`src/rtl/dual_timer_pkg.sv`:
```
package dual_timer_pkg;
  localparam int BYTE_W      = 8;
  localparam int PRE_BITS    = 5;
  localparam int SYNC_STAGES = 2;
  localparam int NUM_TMR     = 2;
  localparam int ADDR_W      = 3;

  localparam logic [2:0] MODE_PRE    = 3'b000;
  localparam logic [2:0] MODE_WIDE   = 3'b001;
  localparam logic [2:0] MODE_RELOAD = 3'b010;
  localparam logic [2:0] MODE_SPLIT  = 3'b011;
  localparam logic [2:0] MODE_HOLD   = 3'b110;

  localparam logic [ADDR_W-1:0] REG_CFG  = 3'd0;
  localparam logic [ADDR_W-1:0] REG_EXT  = 3'd1;
  localparam logic [ADDR_W-1:0] REG_TL0  = 3'd2;
  localparam logic [ADDR_W-1:0] REG_TH0  = 3'd3;
  localparam logic [ADDR_W-1:0] REG_TL1  = 3'd4;
  localparam logic [ADDR_W-1:0] REG_TH1  = 3'd5;
  localparam logic [ADDR_W-1:0] REG_RUN  = 3'd6;
  localparam logic [ADDR_W-1:0] REG_FLAG = 3'd7;

  typedef struct packed {
    logic [2:0]         code0;
    logic [2:0]         code1;
    logic               stepT0;
    logic               stepT1;
    logic               stepHiSplit;
    logic [BYTE_W-1:0]  loadData;
    logic               ldTl0;
    logic               ldTh0;
    logic               ldTl1;
    logic               ldTh1;
    logic               flagWr;
    logic [NUM_TMR-1:0] flagVal;
  } tmr_strobe_t;

  // Returns {wrap, nextHigh, nextLow} for one count step.
  function automatic logic [2*BYTE_W:0] advance(input logic [2:0] code,
                                                input logic [BYTE_W-1:0] hi,
                                                input logic [BYTE_W-1:0] lo);
    logic [BYTE_W+PRE_BITS:0] pre;
    logic [2*BYTE_W:0]        wide;
    logic [BYTE_W:0]          half;
    logic [2*BYTE_W:0]        res;
    res = {1'b0, hi, lo};
    case (code)
      MODE_PRE: begin
        pre = {1'b0, hi, lo[PRE_BITS-1:0]} + 1'b1;
        res = {pre[BYTE_W+PRE_BITS], pre[BYTE_W+PRE_BITS-1 -: BYTE_W],
               lo[BYTE_W-1:PRE_BITS], pre[PRE_BITS-1:0]};
      end
      MODE_WIDE: begin
        wide = {1'b0, hi, lo} + 1'b1;
        res  = wide;
      end
      MODE_RELOAD: begin
        half = {1'b0, lo} + 1'b1;
        res  = half[BYTE_W] ? {1'b1, hi, hi} : {1'b0, hi, half[BYTE_W-1:0]};
      end
      MODE_SPLIT: begin
        half = {1'b0, lo} + 1'b1;
        res  = {half[BYTE_W], hi, half[BYTE_W-1:0]};
      end
      default: res = {1'b0, hi, lo};
    endcase
    return res;
  endfunction
endpackage

```
`src/rtl/dual_timer_ctrl.sv`:
```
module dual_timer_ctrl
  import dual_timer_pkg::*;
(
  input  logic                  clk,
  input  logic                  rstN,
  input  logic                  wrEn,
  input  logic [ADDR_W-1:0]     wrAddr,
  input  logic [BYTE_W-1:0]     wrData,
  input  logic [NUM_TMR-1:0]    cntPin,
  input  logic [NUM_TMR-1:0]    gatePin,
  output logic [BYTE_W-1:0]     modeByte,
  output logic [NUM_TMR-1:0]    auxBits,
  output logic [NUM_TMR-1:0]    runBits,
  output tmr_strobe_t           strobe
);
  logic [NUM_TMR-1:0] step;
  logic [2:0]         code [NUM_TMR];

  always_ff @(posedge clk) begin
    if (!rstN) begin
      modeByte <= '0;
      auxBits  <= '0;
      runBits  <= '0;
    end else if (wrEn) begin
      if (wrAddr == REG_CFG) modeByte <= wrData;
      if (wrAddr == REG_EXT) auxBits  <= {wrData[4], wrData[0]};
      if (wrAddr == REG_RUN) runBits  <= wrData[NUM_TMR-1:0];
    end
  end

  for (genvar g = 0; g < NUM_TMR; g++) begin : g_tmr
    logic [SYNC_STAGES-1:0] cntSync;
    logic [SYNC_STAGES-1:0] gateSync;
    logic                   cntLast;
    logic                   fallEdge;
    logic                   srcExt;
    logic                   gateOn;
    logic                   enable;

    always_ff @(posedge clk) begin
      if (!rstN) begin
        cntSync  <= '0;
        gateSync <= '0;
        cntLast  <= 1'b0;
      end else begin
        cntSync  <= {cntSync[SYNC_STAGES-2:0], cntPin[g]};
        gateSync <= {gateSync[SYNC_STAGES-2:0], gatePin[g]};
        cntLast  <= cntSync[SYNC_STAGES-1];
      end
    end

    assign fallEdge = cntLast & ~cntSync[SYNC_STAGES-1];
    assign srcExt   = modeByte[4*g+2];
    assign gateOn   = modeByte[4*g+3];
    assign code[g]  = {auxBits[g], modeByte[4*g+1 -: 2]};
    assign enable   = runBits[g] & (~gateOn | gateSync[SYNC_STAGES-1]);
    assign step[g]  = enable & (srcExt ? fallEdge : 1'b1);
  end

  always_comb begin
    strobe             = '0;
    strobe.code0       = code[0];
    strobe.code1       = code[1];
    strobe.stepT0      = step[0];
    strobe.stepT1      = step[1] & (code[0] != MODE_SPLIT);
    strobe.stepHiSplit = (code[0] == MODE_SPLIT) & runBits[1];
    strobe.loadData    = wrData;
    strobe.ldTl0       = wrEn & (wrAddr == REG_TL0);
    strobe.ldTh0       = wrEn & (wrAddr == REG_TH0);
    strobe.ldTl1       = wrEn & (wrAddr == REG_TL1);
    strobe.ldTh1       = wrEn & (wrAddr == REG_TH1);
    strobe.flagWr      = wrEn & (wrAddr == REG_FLAG);
    strobe.flagVal     = wrData[NUM_TMR-1:0];
  end
endmodule

```
`src/rtl/dual_timer_dp.sv`:
```
module dual_timer_dp
  import dual_timer_pkg::*;
(
  input  logic               clk,
  input  logic               rstN,
  input  tmr_strobe_t        strobe,
  output logic [BYTE_W-1:0]  tl0,
  output logic [BYTE_W-1:0]  th0,
  output logic [BYTE_W-1:0]  tl1,
  output logic [BYTE_W-1:0]  th1,
  output logic [NUM_TMR-1:0] tfFlag
);
  logic [2*BYTE_W:0] next0;
  logic [2*BYTE_W:0] next1;
  logic [BYTE_W:0]   hiNext;
  logic [2:0]        code1Eff;

  assign code1Eff = (strobe.code1 == MODE_SPLIT) ? MODE_HOLD : strobe.code1;
  assign next0    = advance(strobe.code0, th0, tl0);
  assign next1    = advance(code1Eff, th1, tl1);
  assign hiNext   = {1'b0, th0} + 1'b1;

  always_ff @(posedge clk) begin
    if (!rstN) begin
      tl0    <= '0;
      th0    <= '0;
      tl1    <= '0;
      th1    <= '0;
      tfFlag <= '0;
    end else begin
      if (strobe.stepT0) begin
        tl0 <= next0[BYTE_W-1:0];
        th0 <= next0[2*BYTE_W-1:BYTE_W];
      end
      if (strobe.stepHiSplit) th0 <= hiNext[BYTE_W-1:0];
      if (strobe.stepT1) begin
        tl1 <= next1[BYTE_W-1:0];
        th1 <= next1[2*BYTE_W-1:BYTE_W];
      end
      if (strobe.ldTl0) tl0 <= strobe.loadData;
      if (strobe.ldTh0) th0 <= strobe.loadData;
      if (strobe.ldTl1) tl1 <= strobe.loadData;
      if (strobe.ldTh1) th1 <= strobe.loadData;

      if (strobe.flagWr) tfFlag <= strobe.flagVal;
      if (strobe.stepT0 && next0[2*BYTE_W]) tfFlag[0] <= 1'b1;
      if (strobe.stepHiSplit && hiNext[BYTE_W]) tfFlag[1] <= 1'b1;
      if (strobe.stepT1 && next1[2*BYTE_W]) tfFlag[1] <= 1'b1;
    end
  end
endmodule

```
`src/rtl/dual_timer.sv`:
```
module dual_timer
  import dual_timer_pkg::*;
(
  input  logic        clk,
  input  logic        rstN,
  input  logic        wrEn,
  input  logic [2:0]  wrAddr,
  input  logic [7:0]  wrData,
  input  logic [1:0]  cntPin,
  input  logic [1:0]  gatePin,
  output logic [7:0]  tl0,
  output logic [7:0]  th0,
  output logic [7:0]  tl1,
  output logic [7:0]  th1,
  output logic [1:0]  tfFlag
);
  tmr_strobe_t        strobe;
  logic [BYTE_W-1:0]  modeByte;
  logic [NUM_TMR-1:0] auxBits;
  logic [NUM_TMR-1:0] runBits;

  dual_timer_ctrl ctrl_i (
    .clk(clk), .rstN(rstN), .wrEn(wrEn), .wrAddr(wrAddr), .wrData(wrData),
    .cntPin(cntPin), .gatePin(gatePin), .modeByte(modeByte),
    .auxBits(auxBits), .runBits(runBits), .strobe(strobe)
  );

  dual_timer_dp dp_i (
    .clk(clk), .rstN(rstN), .strobe(strobe), .tl0(tl0), .th0(th0),
    .tl1(tl1), .th1(th1), .tfFlag(tfFlag)
  );
endmodule

```
`config.mk`:
```
export PLATFORM = sky130hd
export DESIGN_NAME = dual_timer
export DESIGN_NICKNAME = d
export VERILOG_FILES = /design/src/rtl/dual_timer_pkg.sv /design/src/rtl/dual_timer_ctrl.sv /design/src/rtl/dual_timer_dp.sv /design/src/rtl/dual_timer.sv
export SDC_FILE = /design/constraint.sdc
export NUM_CORES = 1
export LEC_CHECK = 0
export BUFFER_PORTS_ARGS = -buffer_cell sky130_fd_sc_hd__buf_2
export CORE_ASPECT_RATIO = 1.2
export CORE_MARGIN = 5
export CORE_UTILIZATION = 35
export CTS_CLUSTER_SIZE = 28
export DETAILED_ROUTE_END_ITERATION = 8
export HOLD_SLACK_MARGIN = 0.06
export SLEW_MARGIN = 0
export SYNTH_ARGS = -nofsm -noshare
export SYNTH_HDL_FRONTEND = slang
export SYNTH_HIERARCHICAL = 1
export SYNTH_SLANG_ARGS = --single-unit
```
`constraint.sdc`:
```
create_clock -name clk -period 2.49 [get_ports clk]
set_clock_uncertainty 0.2 [all_clocks]
set_input_delay 0.249 -clock clk [delete_from_list [all_inputs] [get_ports clk]]
set_output_delay 0.249 -clock clk [all_outputs]
set_load 0.05 [all_outputs]
```
==> results.txt, run 1 <==
----------------------------------------------------
[Run status]
  Outcome ... complete, no violations

[Routing]
  Total number of vias ... ~3800
  Violation count after the first detailed-route iteration ... 224
  Wire length per cell after detailed routing ... 17.8 um
  Number of DRC violations after detailed routing ... 0
  WL final ... around 12 mm
  Vias per Instance ... ~5.8
  Number of nets with antenna violations after routing ... 0
  Initial DRT Pass Iterations ... 5

[Synthesis]
  Share of synthesized registers carrying an async set or reset ... 0
  Mean post-synth cell area ... slightly above 8 sq um
  Yosys top cell by area ... dfxtp_1
  Count of unique library cells instantiated by Yosys ... 76
  Yosys synthesis warning count ... 6
  Area share of the leading cell type in the synthesized netlist ... 0.293
  EDFF count, synth ... 0
  Portion of the post-synthesis area used by sequential elements ... 0.293
  Ys flop type ... dfxtp_1
  Number of nets produced by synthesis ... 494
  Largest cells by area after synthesis ... dfxtp_1, nand2_1, a21oi_1
  Number of synthesized register bits ... 56
  Cell count after synthesis ... 473
  Area of the mapped netlist ... 3830 sq um

[Final layout]
  Layout cell share with drive strength beyond 1 ... 0.202
  Utilization of the core after routing ... 0.413
  Synth-to-layout area growth ... 14.4%
  Filler instances ... 1080
  Total number of nets in the final design ... 540
  Count of placed standard cells in the final layout, fillers left out ... 649
  Total inserted antenna cells ... 0
  Final std cell area, no fill ... 4380 sq um

[Min path]
  Hold path startpoint ... wrData[2]
  Min-Delay Path Class ... in2reg

[Pwr]
  Leakage component of the power ... 1.64 nW
  Power per cell area ... 486 nW/um^2
  Tot Pwr ... 2.13 mW
  Clock network fraction of design power ... 0.392
  Net switching fraction of the power ... 0.289
  Part of the total power dissipated in combinational logic ... 0.151
  Share of total power in sequential cells ... 0.456
  Net switching power ... 616 uW
  Cell-internal power ... 1.51 mW
  Worst VDD drop ... 0.376 mV

[Placed design]
  Count of buffers inserted at the top-level ports ... 51
  Inst Count DP ... 637
  Final weighted congestion of routability-driven global placement ... 0.901
  Estimated wirelength of the detail-placed design ... 8.49 mm
  Area after DPL ... 4170 sq um
  Worst setup slack before clock tree synthesis ... around 0.16 ns

[Global routing]
  Congestion Overflow GR ... 0
  Vias in the first global route ... 3661
  Total GRT Usage ... 0.174
  First-pass GRT wire length ... 18.6 mm
  Maximum number of pins on one net before global-route repair ... 51
  Antenna violations before repair ... 1

[Timing]
  Final-layout worst hold slack ... 0.0706 ns
  Worst-Margin Slew ... between 0.7 and 0.8 ns
  Period Utilization, post-route ... 0.907
  FMAX ... between 400 and 500 MHz
  Total of endpoints with negative setup slack in the final report ... 0
  Final worst path period need ... roughly 2.3 ns
  Count of pins over their slew limit ... 0
  Unrepaired setup endpoints after global routing ... no
  Post-layout worst setup margin ... 0.233 ns
  Max-slew headroom ... 0.519
  Final sum of negative setup slack ... 0 ns
  Final hold vios ... 0

[Critical path]
  Max Fanout on Critical Path ... 6
  Worst Path Arrival ... between 2 and 2.5 ns
  Kind of launch point of the worst setup path ... register
  Required time at the worst-slack endpoint ... roughly 2.5 ns
  Worst setup path startpoint ... ctrl_i/auxBits[0]$_SDFFE_PN0P_
  Critical path cell sequence ... and3b_1 > a2111oi_1 > nand2b_1 > a21oi_1 > nor3_1 > a2111oi_2
  Worst r2r src ... ctrl_i/auxBits[0]$_SDFFE_PN0P_
  CP Class ... reg2reg
  Capturing element type of the critical path ... register
  Biggest cell delay along the critical path ... 0.43 ns
  Cell with the largest stage delay on the worst path ... a2111oi_1

[Clock network]
  Number of clock buffers inserted by TritonCTS ... 5
  Clock-pin slew of the registers on the worst-case setup and hold paths ... roughly 0.080 ns
  Maximum count of clock buffers along a single path ... 2
  H-tree depth ... 2
  Worst-skew pair later-pin latency ... 0.30 ns
  Clock sink count ... 56
  Clock root cell ... clkbuf_16
  CTS tree ... yes

[Die]
  Top Ports ... 52
  Die height ... 125 um
  Die area ... 13100 sq um
  Initial cell density of the core ... 0.361
  Chip Width ... 105 um
  CORE AREA ... 10600 sq um
  FP Rows ... 41

[Run]
  # Max-Cap Violations ... 0

----------------------------------------------------
-- layout make-up --
class / instances / area (sq um) / area share
Tap cell: 129 / 161 / 0.0368
Multi-Input combinational cell: 356 / 2360 / 0.539
Sequential cell: 56 / 1120 / 0.256
Clock inverter: 3 / 46.3 / 0.0106
Inverter: 18 / 67.6 / 0.0154
Timing Repair Buffer: 82 / 498 / 0.114
Clock buffer: 5 / 125 / 0.0286
-- layer usage --
| metal | global-route usage | vias to the layer above | wire length (um) | share of wire |
|---|---|---|---|---|
| li1 | - | 1831 | - | - |
| met1 | 0.215 | 1740 | 4800 | 0.42 |
| met2 | 0.289 | 148 | 5580 | 0.48 |
| met3 | 0.0306 | 33 | 721 | 0.062 |
| met4 | 0.0869 | 2 | 442 | 0.038 |
| met5 | 0 | - | 11 | 0.00095 |
-- cells in the mapped netlist (all sizes together) (4+ instances only) --
cell type	n
dfxtp	56
nand2	50
a21oi	34
nor2	25
nand3	22
buf	21
clkbuf	20
nor3	20
o21ai	20
inv	16
mux2i	16
and2	14
nand2b	13
a221oi	11
xnor2	11
and3	7
nor3b	7
a2111oi	6
nand4	6
nor4	6
xor2	6
o311ai	5
o31a	5
a211oi	4
a31oi	4
and4	4
nor2b	4
o211ai	4
o221ai	4
-- worst max-delay path: cells and delay by family, from the launching register on --
kind | cells | cell delay [ns]
AO/OA/AOI/OAI | 3 | 1.11
AND/OR/NAND/NOR | 3 | 0.52
flip-flops | 1 | 0.32
-- registers in the layout (all words and copies together) (netlist names) --
signal                 cells
dp_i/tl0                   8
dp_i/th1                   8
ctrl_i/g_tmr.cntSync       4
ctrl_i/g_tmr.gateSync      4
dp_i/th0                   8
dp_i/tl1                   8
ctrl_i/auxBits             2
ctrl_i/g_tmr.cntLast       2
dp_i/tfFlag                2
ctrl_i/runBits             2
ctrl_i/modeByte            8
-- cells in the final DEF, fill, tap and decap left out, types with 5 or more instances in the layout --
cell       instances
clkbuf_16          5
xnor2_1           11
and2_1            13
nand2_1           49
nor2_1            25
xor2_1             6
a221oi_1          11
o311ai_0           5
o21ai_0           18
nor3b_1            6
buf_2             51
mux2i_1           16
a21oi_1           34
o31a_1             5
dfxtp_1           56
inv_1             15
nand2b_1          13
nand3_1           21
nor3_1            18
buf_4             27
and3_1             7
nand4_1            5
-- final timing paths --
path	end	slack, ns	cells past startpoint
worst min-delay path	ctrl_i/modeByte[2]$_SDFFE_PN0P_	0.07	3
worst max-delay path	dp_i/tl1[2]$_SDFFE_PN0P_	0.23	6
worst max register to register	dp_i/tl1[2]$_SDFFE_PN0P_	0.23	6
worst min register to register	ctrl_i/g_tmr[1].gateSync[1]$_SDFF_PN0_	0.23	1
-- timing repair --
action	in CTS	in global routing
hold endpoints to repair	4	0
buffers inserted	0	0
resized for setup	0	1
endpoints found under the setup margin	0	3
hold buffers	4	0
-- power by group through the flow --
stage,clock network (mW),registers [mW],logic (mW)
after floorplan,0,1.06,0.156
after global placement,0,0.991,0.314
after detailed placement,0,0.992,0.317
after CTS,0.862,0.971,0.323
after global routing,0.890,0.977,0.348
final,0.836,0.972,0.322
-- cells by family after synthesis --
| kind of cell | after synthesis | share of synthesized area |
|---|---|---|
| simple gates | 190 | 0.277 |
| compound gates | 129 | 0.245 |
| buf+inv | 61 | 0.0921 |
| flops | 56 | 0.293 |
| xor+xnor | 17 | 0.0389 |
| mux | 17 | 0.0448 |
| fa+ha+maj | 3 | 0.00980 |
Note: power is estimated with default switching activity, not from simulation.
==> inputs of run 2 (changes only) <==
--- a/config.mk
+++ b/config.mk
@@ -8,10 +8,11 @@
 export BUFFER_PORTS_ARGS = -buffer_cell sky130_fd_sc_hd__buf_2
 export CORE_ASPECT_RATIO = 1.2
 export CORE_MARGIN = 5
-export CORE_UTILIZATION = 35
+export CORE_UTILIZATION = 50
 export CTS_CLUSTER_SIZE = 28
 export DETAILED_ROUTE_END_ITERATION = 8
 export HOLD_SLACK_MARGIN = 0.06
+export PLACE_DENSITY = 0.71
 export SLEW_MARGIN = 0
 export SYNTH_ARGS = -nofsm -noshare
 export SYNTH_HDL_FRONTEND = slang
==> run 2 against run 1 <==
Net effect:
- power down 14%
- clock power down 35%
- combinational power is essentially flat
- highest routed layer is now met4
- maximum frequency decreased by 5.7%
- global-route usage is 5.1 points higher
==> results.txt, run 2 (synthesized netlist as in run 1, its figures left out) <==
----------------------------------------------------
[Placed design]
  Final weighted congestion of routability-driven global placement ... 0.968 (was 0.901)
  Count of buffers inserted at the top-level ports ... 51 (unchanged)
  Worst setup slack before clock tree synthesis ... 0.159 ns (was 0.162 ns)
  Estimated wirelength of the detail-placed design ... 8.06 mm (was 8.49 mm)

[Clock network]
  Clock root cell ... clkbuf_8 (was clkbuf_16)
  Maximum count of clock buffers along a single path ... 2 (unchanged)
  Clock sink count ... 56 (unchanged)
  CTS tree ... yes (unchanged)
  H-tree depth ... 2 (unchanged)
  Number of setup buffers added after CTS ... 0 (unchanged)
  Number of clock buffers inserted by TritonCTS ... 5 (unchanged)
  Clock-pin slew of the registers on the worst-case setup and hold paths ... 0.11 ns (was 0.08 ns)
  Worst-skew pair later-pin latency ... 0.32 ns (was 0.30 ns)

[Critical path]
  Capturing element type of the critical path ... register (unchanged)
  Required time at the worst-slack endpoint ... 2.55 ns (was 2.49 ns)
  Critical path cell sequence ... nand2b_1 > a221oi_1 > nor3b_2 > nor3_1 > a2111oi_0 > o2111ai_1 > o211ai_1 (was and3b_1 > a2111oi_1 > nand2b_1 > a21oi_1 > nor3_1 > a2111oi_2)
  Kind of launch point of the worst setup path ... register (unchanged)
  Worst Path Arrival ... 2.45 ns (was 2.26 ns)
  Cell with the largest stage delay on the worst path ... a2111oi_0 (was a2111oi_1)
  Worst setup path startpoint ... ctrl_i/g_tmr[0].cntSync[1]$_SDFF_PN0_ (was ctrl_i/auxBits[0]$_SDFFE_PN0P_)
  Max Fanout on Critical Path ... 7 (was 6)
  CP Class ... reg2reg (unchanged)
  Worst path bufs/invs ... 0 (unchanged)
  Crit path max-delay family ... compound AO/OA/AOI/OAI gates (unchanged)
  Worst r2r src ... ctrl_i/g_tmr[0].cntSync[1]$_SDFF_PN0_ (was ctrl_i/auxBits[0]$_SDFFE_PN0P_)
  Biggest cell delay along the critical path ... 0.57 ns (was 0.43 ns)

[Global routing]
  Vias in the first global route ... 3611 (was 3661)
  Antenna violations before repair ... 0 (was 1)
  Maximum number of pins on one net before global-route repair ... 51 (unchanged)
  First-pass GRT wire length ... 17.8 mm (was 18.6 mm)
  Congestion Overflow GR ... 0 (unchanged)
  Total GRT Usage ... 0.225 (was 0.174)

[Final layout]
  Synth-to-layout area growth ... 11.6% (was 14.4%)
  Utilization of the core after routing ... 0.564 (was 0.413)
  Total number of nets in the final design ... 540 (unchanged)
  Most common cell after layout, fill and taps aside ... dfxtp_1 (unchanged)
  Most frequent cells in the layout ... dfxtp_1, buf_2, nand2_1, a21oi_1, nor2_1 (was dfxtp_1, buf_2, nand2_1, a21oi_1, buf_4)
  Layout cell share with drive strength beyond 1 ... 0.200 (was 0.202)
  Filler instances ... 753 (was 1080)
  Total inserted antenna cells ... 0 (unchanged)

[Timing]
  FMAX ... 418 MHz (was 443 MHz)
  Final sum of negative setup slack ... 0 ns (unchanged)
  Final hold vios ... 0 (unchanged)
  Period Utilization, post-route ... 0.962 (was 0.907)
  Unrepaired setup endpoints after global routing ... no (unchanged)
  Total of endpoints with negative setup slack in the final report ... 0 (unchanged)
  Count of pins over their slew limit ... 0 (unchanged)
  Max-slew headroom ... 0.532 (was 0.519)
  Post-layout worst setup margin ... 0.0954 ns (was 0.233 ns)
  Final worst path period need ... 2.39 ns (was 2.26 ns)
  Final-layout worst hold slack ... 0.0750 ns (was 0.0706 ns)
  Worst-Margin Slew ... 0.696 ns (was 0.716 ns)

[Routing]
  Total number of vias ... 3824 (was 3754)
  Violation count after the first detailed-route iteration ... 244 (was 224)
  Number of nets with antenna violations after routing ... 0 (unchanged)
  Wire length per cell after detailed routing ... 17.9 um (was 17.8 um)
  Initial DRT Pass Iterations ... 6 (was 5)
  Number of DRC violations after detailed routing ... 0 (unchanged)
  Vias per Instance ... 6.25 (was 5.78)
  WL final ... 11.0 mm (was 11.6 mm)

[Die]
  Chip Width ... 89.9 um (was 105 um)
  Die area ... 9520 sq um (was 13100 sq um)
  CORE AREA ... 7580 sq um (was 10600 sq um)
  Top Ports ... 52 (unchanged)
  FP Rows ... 35 (was 41)
  Initial cell density of the core ... 0.506 (was 0.361)
  Die height ... 106 um (was 125 um)

[Pwr]
  Power per cell area ... 430 nW/um^2 (was 486 nW/um^2)
  Clock network fraction of design power ... 0.296 (was 0.392)
  Net switching power ... 595 uW (was 616 uW)
  Part of the total power dissipated in combinational logic ... 0.175 (was 0.151)
  Cell-internal power ... 1.24 mW (was 1.51 mW)
  Worst VDD drop ... 0.252 mV (was 0.376 mV)
  Share of total power in sequential cells ... 0.529 (was 0.456)
  Leakage component of the power ... 1.61 nW (was 1.64 nW)
  Net switching fraction of the power ... 0.324 (was 0.289)

[Min path]
  Min-Delay Path Class ... in2reg (unchanged)
  Hold path startpoint ... wrData[3] (was wrData[2])

[Run]
  # Max-Cap Violations ... 0 (unchanged)

[Run status]
  Outcome ... complete, no violations (unchanged)

----------------------------------------------------
==> run 2: changes by cell type in the layout (fill, tap and decap cells not counted), moves of 2 or more <==
cell           previous run  this run
clkbuf_8                  0         5
buf_4                    27        24
a2111oi_1                 2         0
dlygate4sd3_1             4         7
clkbuf_16                 5         0
clkinv_4                  0         2
==> run 2: final timing paths <==
check | endpoint | slack, ns | cells after the start
max | dp_i/th0[2]$_SDFFE_PN0P_ | 0.1 | 7
min | ctrl_i/modeByte[3]$_SDFFE_PN0P_ | 0.08 | 3
max reg2reg | dp_i/th0[2]$_SDFFE_PN0P_ | 0.1 | 7
min reg2reg | ctrl_i/g_tmr[0].gateSync[1]$_SDFF_PN0_ | 0.24 | 1
==> run 2: layout make-up <==
| class | count | area, sq um | share of cell area |
|---|---|---|---|
| tap | 92 | 115 | 0.0269 |
| timing repair buffer | 82 | 505 | 0.118 |
| multi-input combinational | 356 | 2370 | 0.554 |
| inverter | 18 | 67.6 | 0.0158 |
| sequential | 56 | 1120 | 0.262 |
| clock buffer | 5 | 68.8 | 0.0161 |
| clock inverter | 3 | 26.3 | 0.00615 |
==> run 2: routing by layer <==
layer	routed length, um	global-route usage	vias up
met2	5430	0.380	156
li1	-	-	1833
met5	0	0	-
met1	4600	0.283	1804
met4	262	0.0872	0
met3	669	0.0407	31
==> run 2: power by group through the flow <==
stage	combinational, mW	sequential, mW	clock (mW)
after floorplan	0.156	1.06	0
after global placement	0.305	0.992	0
after detailed placement	0.311	0.992	0
after CTS	0.319	0.971	0.549
after global routing	0.346	0.977	0.592
final	0.322	0.972	0.543
==> run 2: worst register-to-register path, stage by stage, from the launching register on <==
cell and delay, ns:
dfxtp_1 0.32, nand2b_1 0.13, a221oi_1 0.32, nor3b_2 0.31, nor3_1 0.17, a2111oi_0 0.57
o2111ai_1 0.20, o211ai_1 0.13
==> run 2: metrics by stage <==
stage	instance area, sq um	power, mW	instances
2_1_floorplan	3830	1.21	473
5_1_grt	4270	1.91	612
3_3_place_gp	4100	1.30	597
4_1_cts	4260	1.84	611
6_report	4270	1.84	612
3_5_place_dp	4100	1.30	597
==> run 2: timing repair <==
action	4_1_cts	5_1_grt
hold buffers	6	1
gates resized for setup	0	2
endpoints found under the setup margin	0	6
endpoints found under the hold margin	7	1
